==> config.mk <==
export PLATFORM = sky130hd
export DESIGN_NAME = gpio_bbm_top
export DESIGN_NICKNAME = d
export VERILOG_FILES = /design/src/rtl/gpio_bbm_pkg.sv /design/src/rtl/gpio_bbm_rstsync.sv /design/src/rtl/gpio_bbm_ctrl.sv /design/src/rtl/gpio_bbm_bank.sv /design/src/rtl/gpio_bbm_top.sv
export SDC_FILE = /design/constraint.sdc
export NUM_CORES = 1
export LEC_CHECK = 0
export CAP_MARGIN = 25
export CORE_MARGIN = 3
export CORE_UTILIZATION = 30
export CTS_BUF_LIST = sky130_fd_sc_hd__clkbuf_16
export CTS_CLUSTER_SIZE = 25
export DETAILED_ROUTE_END_ITERATION = 7
export SYNTH_ARGS = -nofsm -noshare
export SYNTH_HDL_FRONTEND = slang
export SYNTH_SLANG_ARGS = --single-unit
==> constraint.sdc <==
create_clock -name clk -period 6.95 [get_ports clk]
set_input_delay 1.0425 -clock clk [delete_from_list [all_inputs] [get_ports clk]]
set_output_delay 1.0425 -clock clk [all_outputs]
set_load 0.1 [all_outputs]
==> src/rtl/gpio_bbm_pkg.sv <==
package gpio_bbm_pkg;
  localparam int REGS_PER_PORT = 3;
  localparam int OFF_DIR       = 0;
  localparam int OFF_OUT       = 1;
  localparam int OFF_PIN       = 2;
endpackage

==> src/rtl/gpio_bbm_rstsync.sv <==
module gpio_bbm_rstsync (
  input  logic clk,
  input  logic arst_n,
  output logic srst_n
);
  logic stage_q;

  always_ff @(posedge clk or negedge arst_n) begin
    if (!arst_n) begin
      stage_q <= 1'b0;
      srst_n  <= 1'b0;
    end else begin
      stage_q <= 1'b1;
      srst_n  <= stage_q;
    end
  end
endmodule

==> src/rtl/gpio_bbm_ctrl.sv <==
module gpio_bbm_ctrl #(
  parameter int NUM_PORTS = 4,
  parameter int DATA_W    = 8
) (
  input  logic                 clk,
  input  logic                 rst_n,
  input  logic                 ctrl_we,
  input  logic                 gbl_we,
  input  logic [DATA_W-1:0]    wdata,
  output logic [2*NUM_PORTS-1:0] ctrl_q,
  output logic                 gpud_q,
  output logic [NUM_PORTS-1:0] bbm_en,
  output logic [NUM_PORTS-1:0] port_dis
);
  localparam int CTRL_W = 2 * NUM_PORTS;

  logic [CTRL_W-1:0] ctrl_d;
  logic              gpud_d;

  always_comb begin
    ctrl_d = ctrl_q;
    gpud_d = gpud_q;
    if (ctrl_we) ctrl_d = wdata[CTRL_W-1:0];
    if (gbl_we)  gpud_d = wdata[0];
  end

  always_ff @(posedge clk or negedge rst_n) begin
    if (!rst_n) begin
      ctrl_q <= '0;
      gpud_q <= 1'b0;
    end else begin
      ctrl_q <= ctrl_d;
      gpud_q <= gpud_d;
    end
  end

  assign bbm_en   = ctrl_q[CTRL_W-1:NUM_PORTS];
  assign port_dis = ctrl_q[NUM_PORTS-1:0] | {NUM_PORTS{gpud_q}};

  // global disable reaches every port
  p_gbl_dis_r2: assert property (@(posedge clk) disable iff (!rst_n)
    gpud_q |-> (&port_dis));
endmodule

==> src/rtl/gpio_bbm_bank.sv <==
module gpio_bbm_bank #(
  parameter int PORT_W = 8
) (
  input  logic              clk,
  input  logic              rst_n,
  input  logic              dir_we,
  input  logic              out_we,
  input  logic [PORT_W-1:0] wdata,
  input  logic              bbm_en,
  input  logic              pu_dis,
  input  logic              pc_en,
  input  logic [PORT_W-1:0] pad_in,
  input  logic [PORT_W-1:0] din_off,
  input  logic [PORT_W-1:0] xint_en,
  input  logic [PORT_W-1:0] pc_mask,
  output logic [PORT_W-1:0] dir_q,
  output logic [PORT_W-1:0] out_q,
  output logic [PORT_W-1:0] pin_rd,
  output logic [PORT_W-1:0] pad_oe,
  output logic [PORT_W-1:0] pad_out,
  output logic [PORT_W-1:0] pad_pue,
  output logic [PORT_W-1:0] pad_die
);
  logic [PORT_W-1:0] dir_d, out_d, hold_d, hold_q;
  logic [PORT_W-1:0] sync1_q, sync2_q, ovr;

  always_comb begin
    dir_d  = dir_q;
    out_d  = out_q;
    hold_d = '0;
    if (dir_we) begin
      dir_d = wdata;
      if (bbm_en) hold_d = wdata & ~dir_q;
    end
    if (out_we) out_d = wdata;
  end

  always_ff @(posedge clk or negedge rst_n) begin
    if (!rst_n) begin
      dir_q   <= '0;
      out_q   <= '0;
      hold_q  <= '0;
      sync1_q <= '0;
      sync2_q <= '0;
    end else begin
      dir_q   <= dir_d;
      out_q   <= out_d;
      hold_q  <= hold_d;
      sync1_q <= pad_in;
      sync2_q <= sync1_q;
    end
  end

  assign ovr     = xint_en | (pc_mask & {PORT_W{pc_en}});
  assign pad_die = ovr | ~din_off;
  assign pin_rd  = sync2_q & pad_die;
  assign pad_oe  = dir_q & ~hold_q;
  assign pad_out = out_q;
  assign pad_pue = ~dir_q & out_q & {PORT_W{~pu_dis}};

  // pull-up only on an input pin with its output bit set
  p_pue_rule_r1: assert property (@(posedge clk) disable iff (!rst_n)
    (pad_pue & (dir_q | ~out_q)) == '0);
  // port disable kills the port's pull-ups
  p_port_dis_r3: assert property (@(posedge clk) disable iff (!rst_n)
    pu_dis |-> (pad_pue == '0));
  // the hold never lasts two cycles on the same pin
  p_hold_single_r4: assert property (@(posedge clk) disable iff (!rst_n)
    (hold_q != '0) |=> ((hold_q & $past(hold_q)) == '0));
  // a pin newly turned to output is not driven in the first cycle
  p_bbm_gap_r4: assert property (@(posedge clk) disable iff (!rst_n)
    (dir_we && bbm_en) |=> ((pad_oe & $past(wdata & ~dir_q)) == '0));
  // clearing a direction bit drops the driver at once
  p_oe_drop_r6: assert property (@(posedge clk) disable iff (!rst_n)
    dir_we |=> ((pad_oe & ~$past(wdata)) == '0));
  // a pin with its input buffer off reads 0
  p_pin_gate_r9: assert property (@(posedge clk) disable iff (!rst_n)
    (pin_rd & ~pad_die) == '0);
endmodule

==> src/rtl/gpio_bbm_top.sv <==
module gpio_bbm_top
  import gpio_bbm_pkg::*;
#(
  parameter int NUM_PORTS = 4,
  parameter int PORT_W    = 8,
  parameter int ADDR_W    = 4
) (
  input  logic                        clk,
  input  logic                        rst_n,
  input  logic                        bus_we,
  input  logic [ADDR_W-1:0]           bus_addr,
  input  logic [PORT_W-1:0]           bus_wdata,
  output logic [PORT_W-1:0]           bus_rdata,
  input  logic [NUM_PORTS*PORT_W-1:0] pad_in,
  input  logic [NUM_PORTS*PORT_W-1:0] din_off,
  input  logic [NUM_PORTS*PORT_W-1:0] xint_en,
  input  logic [NUM_PORTS*PORT_W-1:0] pc_mask,
  input  logic [NUM_PORTS-1:0]        pc_port_en,
  output logic [NUM_PORTS*PORT_W-1:0] pad_oe,
  output logic [NUM_PORTS*PORT_W-1:0] pad_out,
  output logic [NUM_PORTS*PORT_W-1:0] pad_pue,
  output logic [NUM_PORTS*PORT_W-1:0] pad_die,
  output logic [NUM_PORTS*PORT_W-1:0] irq_pin_val
);
  localparam int CTRL_ADDR = NUM_PORTS * REGS_PER_PORT;
  localparam int GBL_ADDR  = CTRL_ADDR + 1;
  localparam int CTRL_W    = 2 * NUM_PORTS;
  localparam int TOTAL_W   = NUM_PORTS * PORT_W;

  logic                   srst_n;
  logic [CTRL_W-1:0]      ctrl_q;
  logic                   gpud_q;
  logic [NUM_PORTS-1:0]   bbm_en, port_dis;
  logic [TOTAL_W-1:0]     dir_all, out_all, pin_all;
  logic                   ctrl_we, gbl_we;

  assign ctrl_we = bus_we && (int'(bus_addr) == CTRL_ADDR);
  assign gbl_we  = bus_we && (int'(bus_addr) == GBL_ADDR);

  gpio_bbm_rstsync u_rst (
    .clk    (clk),
    .arst_n (rst_n),
    .srst_n (srst_n)
  );

  gpio_bbm_ctrl #(.NUM_PORTS(NUM_PORTS), .DATA_W(PORT_W)) u_ctrl (
    .clk      (clk),
    .rst_n    (srst_n),
    .ctrl_we  (ctrl_we),
    .gbl_we   (gbl_we),
    .wdata    (bus_wdata),
    .ctrl_q   (ctrl_q),
    .gpud_q   (gpud_q),
    .bbm_en   (bbm_en),
    .port_dis (port_dis)
  );

  for (genvar p = 0; p < NUM_PORTS; p++) begin : g_port
    logic dir_we, out_we;
    assign dir_we = bus_we && (int'(bus_addr) == p*REGS_PER_PORT + OFF_DIR);
    assign out_we = bus_we && (int'(bus_addr) == p*REGS_PER_PORT + OFF_OUT);

    gpio_bbm_bank #(.PORT_W(PORT_W)) u_bank (
      .clk     (clk),
      .rst_n   (srst_n),
      .dir_we  (dir_we),
      .out_we  (out_we),
      .wdata   (bus_wdata),
      .bbm_en  (bbm_en[p]),
      .pu_dis  (port_dis[p]),
      .pc_en   (pc_port_en[p]),
      .pad_in  (pad_in [p*PORT_W +: PORT_W]),
      .din_off (din_off[p*PORT_W +: PORT_W]),
      .xint_en (xint_en[p*PORT_W +: PORT_W]),
      .pc_mask (pc_mask[p*PORT_W +: PORT_W]),
      .dir_q   (dir_all[p*PORT_W +: PORT_W]),
      .out_q   (out_all[p*PORT_W +: PORT_W]),
      .pin_rd  (pin_all[p*PORT_W +: PORT_W]),
      .pad_oe  (pad_oe [p*PORT_W +: PORT_W]),
      .pad_out (pad_out[p*PORT_W +: PORT_W]),
      .pad_pue (pad_pue[p*PORT_W +: PORT_W]),
      .pad_die (pad_die[p*PORT_W +: PORT_W])
    );
  end

  assign irq_pin_val = pin_all;

  always_comb begin
    bus_rdata = '0;
    for (int p = 0; p < NUM_PORTS; p++) begin
      if (int'(bus_addr) == p*REGS_PER_PORT + OFF_DIR) bus_rdata = dir_all[p*PORT_W +: PORT_W];
      if (int'(bus_addr) == p*REGS_PER_PORT + OFF_OUT) bus_rdata = out_all[p*PORT_W +: PORT_W];
      if (int'(bus_addr) == p*REGS_PER_PORT + OFF_PIN) bus_rdata = pin_all[p*PORT_W +: PORT_W];
    end
    if (int'(bus_addr) == CTRL_ADDR) bus_rdata = PORT_W'(ctrl_q);
    if (int'(bus_addr) == GBL_ADDR)  bus_rdata = PORT_W'(gpud_q);
  end

  // nothing driven or pulled while held in reset
  p_reset_idle_r10: assert property (@(posedge clk)
    !srst_n |-> (pad_oe == '0 && pad_pue == '0));
endmodule

==> key figures <==
Floorplanning
  – Core area: approximately 26000 sq um
  – Rows: between 50 and 60
  – Die Y: around 170 microns
  – Ports: around 320
  – Initial Util: between 30% and 40%
  – Die W: 168.3 microns
  – Die footprint: 28310 sq um

Place
  – GPL Wtd Cong: 0.8565
  – Dpl hpwl: around 24000 microns
  – DP Area: 11250 sq um
  – Port bufs: roughly 310

Yosys
  – Post-synth top area share: approximately 54%
  – Number of synthesized flops with an enable pin: 0
  – Unique cell type count in the Yosys netlist: between 50 and 60
  – Seq/Total Area, Yosys: 54.17%
  – Simple logic cell fraction of the synthesized area: between 10% and 20%
  – Adder-cell share of the synthesized area: 0%
  – Number of synthesized register bits: roughly 170
  – Area leader, netlist: dfrtp_1
  – Post-synthesis mux area share: a little under an eighth
  – Mapped Area: between 7000 and 8000 sq um
  – Leading post-synthesis cells by cell area: dfrtp_1 (54%), mux2_2 (9.6%), nor3b_1 (5.7%)
  – Asr flop ratio synth: 100.0%
  – Area share of xor/xnor cells in the synthesized design: 0%
  – Ys Warns: 0
  – Largest family of logic cells by synthesized area: simple AND/OR/NAND/NOR gates
  – Post-synth top flop: dfrtp_1
  – Synth Instances: 710
  – Mapped Nets: 857
  – Compound-Gate Fraction of Synth Area: under 10%
  – Syn_area_per_cell: roughly 11 sq um

Critical path
  – Critical Path Sink Type: primary output
  – Crit path buffers/inverters: 3
  – Worst path most repeated cell: buf_4
  – RR Endpoint: g_port[0].u_bank.sync1_q[2]
  – CP peak stage delay: ~0.81 ns
  – Startpoint Class: primary input
  – Crit path max-delay family: buffers and inverters
  – Critical path startpoint: bus_addr[2]
  – Critical path arrival: between 3 and 4 ns
  – Crit path to: bus_rdata[6]
  – Crit Path Class: in -> out
  – Critical path, cell by cell: clkdlybuf4s50_1 -> buf_4 -> nor2b_1 -> a21oi_1 -> o32a_1 -> mux2i_1 -> buf_4
  – Cell at the slowest stage of the critical path: clkdlybuf4s50_1
  – Worst r2r src: u_rst.srst_n
  – Reg2reg setup slack: roughly 5.5 ns
  – CP required: approximately 5.9 ns
  – R2R cell count: 1
  – Worst-path fanout max: 20
  – CP Depth: 7

Clocking
  – CTS resizes: 0
  – Skew-Pair Late Insertion Delay: ~0.44 ns
  – CTS tree: done
  – CTS Sinks: around 170
  – CTS Hold Bufs: 0
  – # H-tree levels: 4
  – Clock transition at path regs: about 0.08 ns
  – Post-CTS setup buffers: 0
  – CTS Root Cell: clkbuf_16
  – Deepest clock path buffer count: 2
  – CTS Buf Count: 17

STA
  – Setup TNS Final: 0 ns
  – Worst Max-Slew Pin Slew: roughly 1.1 ns
  – Slew margin rel.: around 28%
  – Max-slew violation count: 0
  – Clock Skew: between 0.01 and 0.015 ns
  – Maximum clock rate: around 0.20 GHz
  – Final period util: between 70% and 80%
  – Tmin final: ~4.9 ns
  – Final setup fails: 0
  – Unrepaired setup endpoints after global routing: false
  – Final hold vios: 0

Pwr
  – Static leakage: 4.998 nW
  – PnR Total Power: around 4.0 mW
  – VDD IR max: 0.1689 mV
  – PD cells: approximately 340 nW/um^2

Finish
  – Post-route cell area: 11840 sq um
  – Area Overhead vs Synth: 49.85%
  – Nets@finish: ~1200
  – Layout cell share with drive strength beyond 1: about an eighth
  – Antenna Cells: 0

Route
  – Drt first pass iters: 5
  – Vias per inst: ~5
  – Drt first-iter violations: 422
  – Wire length per cell: about 23 microns
  – Antenna viol nets, final: 0
  – Post-Route WL: 30630 microns
  – Residual DRC count: 0
  – Vias post-DR: between 6000 and 7000

Global route
  – Antenna violations before repair: 0
  – First-pass GRT wire length: about 45000 microns
  – Largest net degree at the start of global routing: 78
  – Vias in the first global route: between 6000 and 7000
  – Final global-route overflow total: 0
  – Gr usage total: 21.36%

Worst hold path
  – Worst Hold Class: reg -> async

Status
  – Outcome: complete, no violations

Run
  – MaxCap Viol Count: 0
==> logic make-up after synthesis <==
group / Yosys count
compound gates: 114
buf+inv: 86
flops: 171
mux: 85
other cells: 1
simple gates: 253
==> layout make-up <==
type                    count  area (sq um)
fillers                  2501         13710
well taps                 330         412.9
repair buffers            320          3183
clock buffers              17         425.4
clock inverters            15         133.9
multi-input cells         453          3226
inverters                  46         172.7
flip-flops and latches    171          4283
==> where the power goes <==
part / switching (mW) / internal, mW
clock: 0.451 / 0.472
combinational: 1.38 / 0.474
sequential: 0.155 / 1.11
==> state kept, by name (all words and copies together), names as in the netlist <==
register and flops:
u_ctrl.ctrl_q 8, u_rst.stage_q 1, u_ctrl.gpud_q 1, g_port.u_bank.sync1_q 32, g_port.u_bank.sync2_q 32, g_port.u_bank.out_q 32, g_port.u_bank.dir_q 32, u_rst.srst_n 1
g_port.u_bank.hold_q 32
==> per-stage QoR <==
stage | setup slack [ns] | util, % | hold WS [ns] | std cells
after floorplan | 0.9355 | - | 0.3312 | 710
after global placement | 2.026 | 44.04 | 0.2534 | 1319
after detailed placement | 2.006 | 44.04 | 0.2509 | 1319
after CTS | 1.989 | 46.23 | 0.2655 | 1351
after global routing | 1.810 | 46.34 | 0.2859 | 1352
final | 2.010 | 46.34 | 0.2576 | 1352
==> per-layer routing <==
metal / routed length [microns] / global-route usage [%] / share of wire (%) / vias to the layer above
met4: 473 / 5.336 / 1.5 / 0
met5: 0 / 0 / 0 / -
met1: 13090 / 27.87 / 43 / 3404
li1: - / - / - / 3083
met3: 2015 / 4.978 / 6.6 / 23
met2: 15050 / 36.01 / 49 / 264
==> placed cells by master (no fill, tap or decap), types with 3 or more instances in the layout <==
cell type        instances
or2_2                    4
o311ai_0                 3
nor3_1                   5
nor2_1                  17
a31oi_1                 23
inv_1                   47
a31o_2                   3
clkinvlp_4               3
o21ai_0                 21
mux2_2                  67
inv_6                    5
nand2_1                 65
nor3b_1                 60
dfrtp_1                170
a221oi_1                 3
o21a_1                   3
buf_4                   13
o22ai_1                  3
o32ai_1                  4
o31a_1                   4
mux2i_1                 18
clkbuf_16               17
inv_8                    3
nand3_1                 21
clkdlybuf4s50_1        305
and2_1                  14
nor2b_1                 32
o211ai_1                 3
a21oi_1                 22
nand3b_1                17
==> synthesized netlist by cell type, types with 4 or more instances <==
cell / number
and2_1: 14
nand3b_1: 17
nor3_1: 5
nand2_1: 65
nand3_1: 21
o21ai_0: 21
buf_4: 9
a31oi_1: 23
or2_2: 4
mux2_2: 67
nor2b_1: 32
a21oi_1: 22
o31a_1: 4
buf_2: 11
nor2_1: 17
mux2i_1: 18
nor3b_1: 60
inv_1: 46
clkbuf_1: 16
dfrtp_1: 171
o32ai_1: 4
==> worst min-delay path by stage <==
stage	startpoint	end	depth (start not counted)
floorplan	g_port[0].u_bank.sync1_q[0]	g_port[0].u_bank.sync2_q[0]	0
global placement	u_rst.srst_n	g_port[3].u_bank.hold_q[6]	0
detailed placement	u_rst.srst_n	g_port[3].u_bank.hold_q[5]	0
CTS	u_rst.srst_n	g_port[3].u_bank.hold_q[1]	0
global route	u_rst.srst_n	g_port[3].u_bank.hold_q[5]	0
finish	u_rst.srst_n	g_port[3].u_bank.out_q[6]	0
No activity file was read; power rests on OpenSTA's default activity.
